===== config.mk =====
export PLATFORM = sky130hd
export DESIGN_NAME = simd16_alu
export DESIGN_NICKNAME = d
export VERILOG_FILES = /design/src/rtl/simd_pkg.sv /design/src/rtl/simd_lane.sv /design/src/rtl/simd_outreg.sv /design/src/rtl/simd16_alu.sv
export SDC_FILE = /design/constraint.sdc
export NUM_CORES = 1
export LEC_CHECK = 0
export BUFFER_PORTS_ARGS = -buffer_cell sky130_fd_sc_hd__buf_4
export CORE_ASPECT_RATIO = 1.5
export CORE_MARGIN = 2
export CORE_UTILIZATION = 25
export CTS_CLUSTER_SIZE = 16
export DETAILED_ROUTE_END_ITERATION = 6
export PLACE_DENSITY = 0.42
export RECOVER_POWER = 100
export SLEW_MARGIN = 0
export SYNTH_ARGS = -nofsm -noshare
export SYNTH_HDL_FRONTEND = slang
export SYNTH_SLANG_ARGS = --single-unit

===== constraint.sdc =====
create_clock -name clk -period 7 [get_ports clk]
set_input_delay 1.05 -clock clk [delete_from_list [all_inputs] [get_ports clk]]
set_output_delay 1.05 -clock clk [all_outputs]
set_load 0.02 [all_outputs]

===== src/rtl/simd_pkg.sv =====
package simd_pkg;

    localparam int LANE_W = 16;
    localparam int EXT_W  = LANE_W + 4;

    typedef enum logic [2:0] {
        OP_ADD    = 3'd0,
        OP_SUB    = 3'd1,
        OP_AVG    = 3'd2,
        OP_SHLADD = 3'd3,
        OP_SHRADD = 3'd4,
        OP_SHRS   = 3'd5,
        OP_SHRU   = 3'd6,
        OP_SHL    = 3'd7
    } simd_op_e;

    typedef enum logic [1:0] {
        MODE_WRAP  = 2'd0,
        MODE_SSAT  = 2'd1,
        MODE_USAT  = 2'd2,
        MODE_WRAP2 = 2'd3
    } sat_mode_e;

    typedef struct packed {
        simd_op_e  op;
        sat_mode_e mode;
        logic [3:0] shamt;
    } lane_ctl_t;

    localparam logic signed [EXT_W-1:0] SMAX = EXT_W'(2 ** (LANE_W - 1) - 1);
    localparam logic signed [EXT_W-1:0] SMIN = -EXT_W'(2 ** (LANE_W - 1));

    function automatic logic [LANE_W-1:0] clamp_signed(input logic signed [EXT_W-1:0] v);
        if (v > SMAX)      return {1'b0, {(LANE_W-1){1'b1}}};
        else if (v < SMIN) return {1'b1, {(LANE_W-1){1'b0}}};
        else               return v[LANE_W-1:0];
    endfunction

    function automatic logic signed [EXT_W-1:0] sext(input logic [LANE_W-1:0] x);
        return {{(EXT_W-LANE_W){x[LANE_W-1]}}, x};
    endfunction

endpackage


===== src/rtl/simd_lane.sv =====
module simd_lane
    import simd_pkg::*;
(
    input  lane_ctl_t         ctl,
    input  logic [LANE_W-1:0] a,
    input  logic [LANE_W-1:0] b,
    output logic [LANE_W-1:0] y
);
    logic signed [EXT_W-1:0] sa, sb, ssum, sdiff, shl_sum, shr_sum;
    logic [LANE_W:0]         usum, udiff, avg_sum;
    logic signed [LANE_W-1:0] a_s;
    logic [1:0]              sh2;

    always_comb begin
        sa      = sext(a);
        sb      = sext(b);
        a_s     = a;
        sh2     = ctl.shamt[1:0];
        ssum    = sa + sb;
        sdiff   = sa - sb;
        usum    = {1'b0, a} + {1'b0, b};
        udiff   = {1'b0, a} - {1'b0, b};
        avg_sum = usum + (LANE_W+1)'(1);
        shl_sum = (sa <<< sh2) + sb;
        shr_sum = (sa >>> sh2) + sb;

        unique case (ctl.op)
            OP_ADD: begin
                unique case (ctl.mode)
                    MODE_SSAT: y = clamp_signed(ssum);
                    MODE_USAT: y = usum[LANE_W] ? {LANE_W{1'b1}} : usum[LANE_W-1:0];
                    default:   y = usum[LANE_W-1:0];
                endcase
            end
            OP_SUB: begin
                unique case (ctl.mode)
                    MODE_SSAT: y = clamp_signed(sdiff);
                    MODE_USAT: y = udiff[LANE_W] ? {LANE_W{1'b0}} : udiff[LANE_W-1:0];
                    default:   y = udiff[LANE_W-1:0];
                endcase
            end
            OP_AVG:    y = avg_sum[LANE_W:1];
            OP_SHLADD: y = clamp_signed(shl_sum);
            OP_SHRADD: y = clamp_signed(shr_sum);
            OP_SHRS:   y = a_s >>> ctl.shamt;
            OP_SHRU:   y = a >> ctl.shamt;
            default:   y = a << ctl.shamt;
        endcase
    end

    always_comb begin
        if (ctl.op == OP_ADD && ctl.mode == MODE_USAT)
            assert_usat_add_R4 : assert (y >= a && y >= b);
        if (ctl.op == OP_SUB && ctl.mode == MODE_USAT)
            assert_usat_sub_R4 : assert (y <= a);
        if (ctl.op == OP_ADD && ctl.mode == MODE_SSAT && !a[LANE_W-1] && !b[LANE_W-1])
            assert_ssat_pos_R3 : assert (!y[LANE_W-1]);
        if (ctl.op == OP_AVG)
            assert_avg_bounds_R5 : assert ((y >= a || y >= b) && (y <= a || y <= b));
    end
endmodule


===== src/rtl/simd_outreg.sv =====
module simd_outreg #(
    parameter int WIDTH   = 64,
    parameter bit OUT_REG = 1'b1
) (
    input  logic             clk,
    input  logic             rst,
    input  logic [WIDTH-1:0] d,
    output logic [WIDTH-1:0] q
);
    generate
        if (OUT_REG) begin : g_reg
            always_ff @(posedge clk) begin
                if (rst) q <= '0;
                else     q <= d;
            end
        end else begin : g_pass
            assign q = d;
        end
    endgenerate
endmodule


===== src/rtl/simd16_alu.sv =====
module simd16_alu
    import simd_pkg::*;
#(
    parameter int LANES   = 4,
    parameter bit OUT_REG = 1'b1
) (
    input  logic                    clk,
    input  logic                    rst,
    input  logic [2:0]              op_i,
    input  logic [1:0]              mode_i,
    input  logic [3:0]              shamt_i,
    input  logic [LANES*LANE_W-1:0] opa_i,
    input  logic [LANES*LANE_W-1:0] opb_i,
    output logic [LANES*LANE_W-1:0] res_o
);
    localparam int WIDTH = LANES * LANE_W;

    lane_ctl_t        ctl;
    logic [WIDTH-1:0] lane_res;

    assign ctl.op    = simd_op_e'(op_i);
    assign ctl.mode  = sat_mode_e'(mode_i);
    assign ctl.shamt = shamt_i;

    for (genvar g = 0; g < LANES; g++) begin : g_lane
        simd_lane u_lane (
            .ctl (ctl),
            .a   (opa_i[g*LANE_W +: LANE_W]),
            .b   (opb_i[g*LANE_W +: LANE_W]),
            .y   (lane_res[g*LANE_W +: LANE_W])
        );
    end

    simd_outreg #(.WIDTH(WIDTH), .OUT_REG(OUT_REG)) u_out (
        .clk (clk),
        .rst (rst),
        .d   (lane_res),
        .q   (res_o)
    );

    generate
        if (OUT_REG) begin : g_chk
            logic seen_clk;
            always_ff @(posedge clk) seen_clk <= 1'b1;

            assert_reg_latency_R9 : assert property (@(posedge clk) disable iff (rst)
                (seen_clk && !$past(rst)) |-> (res_o == $past(lane_res)));
            assert_reset_clear_R9 : assert property (@(posedge clk)
                (seen_clk && $past(rst)) |-> (res_o == '0));
        end
    endgenerate
endmodule


== After elaboration in Yosys (flattened, before gate mapping) ==
Index checks and enable logic that the tools add are counted.

* Eq/ne operators: 8
* Reductions and logical operators: 1
* Shift operators: 20
* Add/sub/neg operators: 28
* Order comparisons: 32
* Mux-type cells: 52

{| class="wikitable"
|+ Operators with widths
! kind !! number
|-
| $mux 16 || 40
|-
| $pmux 16 s7 || 4
|-
| $gt 20x16->1 const B || 16
|-
| $lt 20x16->1 const B || 16
|-
| $pmux 16 s2 || 8
|-
| $add 20x16->20 || 8
|-
| $add 16x16->17 || 8
|-
| $sub 16x16->17 || 8
|-
| $sshl 16x2->20 || 4
|-
| $sshr 16x2->20 || 4
|-
| $add 17x1->17 const B || 4
|-
| $shl 16x4->16 || 4
|-
| $shr 16x4->16 || 4
|-
| $sshr 16x4->16 || 4
|-
| $eq 3x3->1 const B || 3
|-
| $eq 3x2->1 const B || 2
|-
| $eq 3x1->1 const B || 1
|-
| $logic_not 3->1 || 1
|-
| $eq 2x1->1 const B || 1
|-
| $eq 2x2->1 const B || 1
|}

* Bits in registers: 64
* Output and inout port bits: 64
* Word-level logic and storage cells: 142
* Input port bits: 139

== Depth between registers and ports, before layout ==
* Word-level depth: 6
* Mapped depth: 21
* Mapped depth without buffers: 17

== By module ==
Synthesis repeated with hierarchy kept, for this count alone.

* Cell total of the unflattened synthesis: 3941
* Area, all modules: 27527.7 um^2

{| class="wikitable"
|+ Modules (own cells, without submodules)
! module !! cells each !! area each (um^2) !! times used !! seq. area each (um^2)
|-
| simd_lane (g_lane[0].u_lane ...) || 964 || 6371.1 || 2 || 0.0
|-
| simd_lane (g_lane[1].u_lane) || 958 || 6543.8 || 1 || 0.0
|-
| simd_lane (g_lane[3].u_lane) || 920 || 6323.6 || 1 || 0.0
|-
| simd_outreg || 135 || 1918.1 || 1 || 1281.2
|}

== Worst setup path before layout ==
Ideal clock, no wire load.

* Kind: input to register
* From: in shamt_i[1]
* To: reg u_out.q[40]
* Data required time: 6.878 ns
* Path buffers: 7
* Setup time: 0.122 ns
* Data arrival time: 5.835 ns
* Stages: 19
* Setup slack: 1.044 ns
* Cells stage by stage: clkbuf_1 -> clkbuf_1 -> clkbuf_1 -> buf_1 -> buf_1 -> clkbuf_1 -> nand2_1 -> mux2_2 -> ha_1 -> clkbuf_1 -> nand2_1 -> nor2_1 -> a221o_1 -> or4_1 -> a211oi_2 -> o211ai_2 -> a21oi_2 -> nand2_1 -> o311a_1

* Word-level cells in the longest chain between the ends: 6
* Elaborated cells between the ends (all ways): 16
* Those cells by class: add/sub: 2; order compare: 4; shift: 5; mux: 5

{| class="wikitable"
|+ RTL lines
! element !! RTL line !! source
|-
| start: declaration || simd16_alu.sv:11 || <nowiki>input logic [3:0] shamt_i,</nowiki>
|-
| $sshr 16x2->20 or $sshl 16x2->20 (tied branches) || simd_lane.sv:25, simd_lane.sv:24 ||
|-
| $add 20x16->20 (on tied branches) || simd_lane.sv:25, simd_lane.sv:24 ||
|-
| $lt 20x16->1 || simd_pkg.sv:35 || <nowiki>else if (v < SMIN) return {1'b1, {(LANE_W-1){1'b0}}};</nowiki>
|-
| $mux 16 || simd_pkg.sv:35 ||
|-
| $mux 16 || simd_pkg.sv:34 || <nowiki>if (v > SMAX) return {1'b0, {(LANE_W-1){1'b1}}};</nowiki>
|-
| $pmux 16 s7 (*) || simd_lane.sv:27 || <nowiki>unique case (ctl.op)</nowiki>
|-
| end signal: assignment || simd_outreg.sv:13 || <nowiki>if (rst) q <= '0;</nowiki>
|-
| end signal: assignment || simd_outreg.sv:14 || <nowiki>else q <= d;</nowiki>
|-
| end: declaration || simd_outreg.sv:8 || <nowiki>output logic [WIDTH-1:0] q</nowiki>
|}

Mark *: on every way between the ends. The rest lies on a longest branch, timed or not.
A chain may end at the register's enable or synchronous reset.

== Final worst setup path ==
* From: in shamt_i[0]
* To: reg u_out.q[29]

Same word-level chain as after synthesis.

==> qor.csv <==
metric;value;unit
Main synth FF type;dfxtp_1;
fin util;28.0;%
Yosys reg bits;64;
RSZ-0062 raised after global routing;false;
DR pass1 iterations;7;
Worst Hold Path Cells;4;
fin crit share;93.4;%
outcome;finished, violations left;
total track usage;27.1;%
first-pass GRT wire length;210;mm
die area;104000;µm²
DRC viols;2;
LEAKAGE;11.3;nW
Design Area, Final;28300;µm²
Layout area overhead;11.2;%
setup_tns;0;ps
post-CTS setup buffers;0;
Regs by FF count;u_out.q (64);
# IOs;203;
maximum VDD drop;0.155;mV
largest net degree at the start of global routing;73;
final hold violations;0;
Final Non-Filler Cells;5128;
Hold Path Origin;op_i[1];
IO Port Bufs;202;
Worst EP required;7280;ps
drt initial violations;2730;
share of cells above drive strength 1;8.55;%
via count;30800;
root buf cell;clkbuf_16;
number of enable flip-flop cells after synthesis;0;
synthesized net count;4169;
Diodes inserted;0;
Routed wire per std cell;28.6;µm
Synth Instances;3752;
headroom to the max-slew limit;17.6;%
Site Rows;143;
CTS max path bufs;2;
dpl hpwl;119;mm
CTS tree;yes;
Die W;265;µm
gp weighted congestion;0.986;
# resized after CTS;0;
post-route ant nets;0;
# hold bufs at CTS;0;
register area share after synthesis;5.03;%
CTS Sinks;64;
HP Class;in2reg;
count of different cell masters after synthesis;108;
cell area power density;149;nW/µm²
vias in the first global route;30700;
CP Max Fanout;61;
final wirelength;146;mm
critical path arrival;6810;ps
Mean Syn Cell Area;6.79;µm²
TritonCTS Buffers;9;
DR vias/cell;6.01;
Max Clk Rate;0.153;GHz
Setup Viol. Count Final;0;
hold path endpoint;u_out.q[48]$_SDFF_PP0_;
Slew Viols, Final;0;
Core Region;101000;µm²
initial antenna violation count;3;
Biggest register;u_out.q;
Warnings, synthesis;0;
Initial Util;25.2;%
worst setup path class;in2reg;
CTS HTree Levels;3;
Synth async-reset ratio;0;%
die height;395;µm
total global routing overflow;0;
Tmin final;6540;ps
cell area after synthesis;25500;µm²
Cells after DPL;5115;
total of max-cap violations;0;
max reg flops;64;
failing checks;DRC;
placed cell areas;28300;µm²
CP Launch Type;primary input;
Slew @ Worst Pin;1220;ps
fin nets;4238;
critical path endpoint category;flop;
Reg clk slew, reported paths;70;ps
[per-stage QoR]
step / setup WS, ps / power (W) / hold WS (ps)
final: 464 / 0.00421 / 1140
after global routing: 302 / 0.00446 / 1150
after CTS: 803 / 0.00422 / 1110
after detailed placement: 309 / 0.00368 / 1460
after global placement: 404 / 0.00371 / 1470
after floorplan: 1040 / 0.00255 / 1260
[area by class of cell]
cell class | instances | area (µm²)
fill | 11400 | 72800
multi-input combinational | 3284 | 22600
timing repair buffer | 268 | 1780
tap | 1305 | 1630
sequential | 64 | 1280
inverter | 194 | 729
clock buffer | 13 | 280
[how the worst max path moves through the flow]
stage               startpoint                     end  slack (ps)  cells after the start
CTS                 shamt_i[0]  u_out.q[29]$_SDFF_PP0_         800                     16
finish              shamt_i[0]  u_out.q[29]$_SDFF_PP0_         460                     16
detailed placement  shamt_i[0]  u_out.q[29]$_SDFF_PP0_         310                     16
global placement    shamt_i[0]  u_out.q[29]$_SDFF_PP0_         400                     16
global route        shamt_i[0]  u_out.q[29]$_SDFF_PP0_         300                     16
floorplan           shamt_i[1]  u_out.q[40]$_SDFF_PP0_        1040                     19
[logic make-up (layout without fill, tap and decap cells)]
group | count (synthesis) | after routing | synth area share, %
AO/OA/AOI/OAI | 1421 | 1421 | 37.1
XOR/XNOR | 245 | 245 | 8.50
adder cells (fa/ha/maj) | 278 | 278 | 14.0
buffers and inverters | 404 | 475 | 6.13
flip-flops | 64 | 64 | 5.03
multiplexers | 129 | 129 | 6.22
AND/OR/NAND/NOR | 1211 | 1211 | 23.0
[per-layer routing]
layer	global-route usage, %	vias up	routed length, µm
li1	-	14200	-
met3	4.22	474	7980
met4	19.8	6	11800
met5	0	-	42
met2	46.9	1341	70200
met1	30.1	14800	56500
[worst max-delay path, cell delays in order]
cell and delay [ps]:
buf_6 420, buf_4 560, mux2i_1 540, mux2_2 290, inv_1 100, ha_1 420, nand3_1 110, or3_1 370
a21boi_0 510, o31ai_1 220, mux2_2 310, nor2_1 210, o31a_1 480, nor3_1 180, a2111oi_0 730, a31oi_1 200
[cell usage after synthesis, types with 19 or more instances]
library cell	instances	share of area (%)
mux4_2	21	1.9
o31a_1	20	0.69
xor2_1	82	2.8
or2_2	24	0.59
nand2b_1	81	2.0
nor4_1	29	0.71
mux2i_1	88	3.5
a221oi_1	44	1.5
a22oi_1	27	0.80
xnor2_1	162	5.6
nand2_1	314	4.6
nand4_1	24	0.59
o21a_1	49	1.4
and3_1	34	0.84
ha_1	266	13
or3_1	28	0.69
nand3_1	66	1.3
a211oi_1	90	2.7
inv_1	188	2.8
o211ai_1	81	2.4
buf_1	25	0.37
o21bai_1	30	0.88
mux2_2	19	0.84
o31ai_1	28	0.83
a2111oi_0	19	0.65
dfxtp_1	64	5.0
a21o_1	65	1.9
a21oi_1	360	7.1
and2_1	28	0.69
o21ai_0	297	5.8
a211o_1	22	0.76
nor2b_1	63	1.5
a31oi_1	63	1.5
o221ai_1	19	0.65
nor3_1	95	1.9
nor2_1	355	5.2
clkbuf_1	164	2.4
o22ai_1	25	0.61
[power by group]
group	leakage (nW)	internal (W)	total, W	switching (W)
sequential	0.532	0.000424	0.000463	0.0000392
clock	0.140	0.000272	0.000520	0.000248
combinational	10.6	0.00111	0.00323	0.00212
[cell usage in the layout, fill, tap and decap left out, types with 20 or more instances in the layout]
| cell | instances |
|---|---|
| a211o_1 | 22 |
| a211oi_1 | 91 |
| a21o_1 | 65 |
| a21oi_1 | 361 |
| a221oi_1 | 44 |
| a22oi_1 | 27 |
| a31oi_1 | 63 |
| and2_1 | 27 |
| and3_1 | 34 |
| buf_4 | 194 |
| clkbuf_1 | 70 |
| dfxtp_1 | 64 |
| ha_1 | 266 |
| inv_1 | 188 |
| mux2i_1 | 88 |
| mux4_2 | 21 |
| nand2_1 | 314 |
| nand2b_1 | 80 |
| nand3_1 | 66 |
| nand4_1 | 24 |
| nor2_1 | 351 |
| nor2b_1 | 63 |
| nor3_1 | 94 |
| nor4_1 | 29 |
| o211ai_1 | 83 |
| o21a_1 | 49 |
| o21ai_0 | 298 |
| o21bai_1 | 30 |
| o22ai_1 | 25 |
| o31a_1 | 20 |
| o31ai_1 | 28 |
| or2_2 | 24 |
| or3_1 | 28 |
| xnor2_1 | 162 |
| xor2_1 | 82 |
Note: power is estimated with default switching activity, not from simulation.
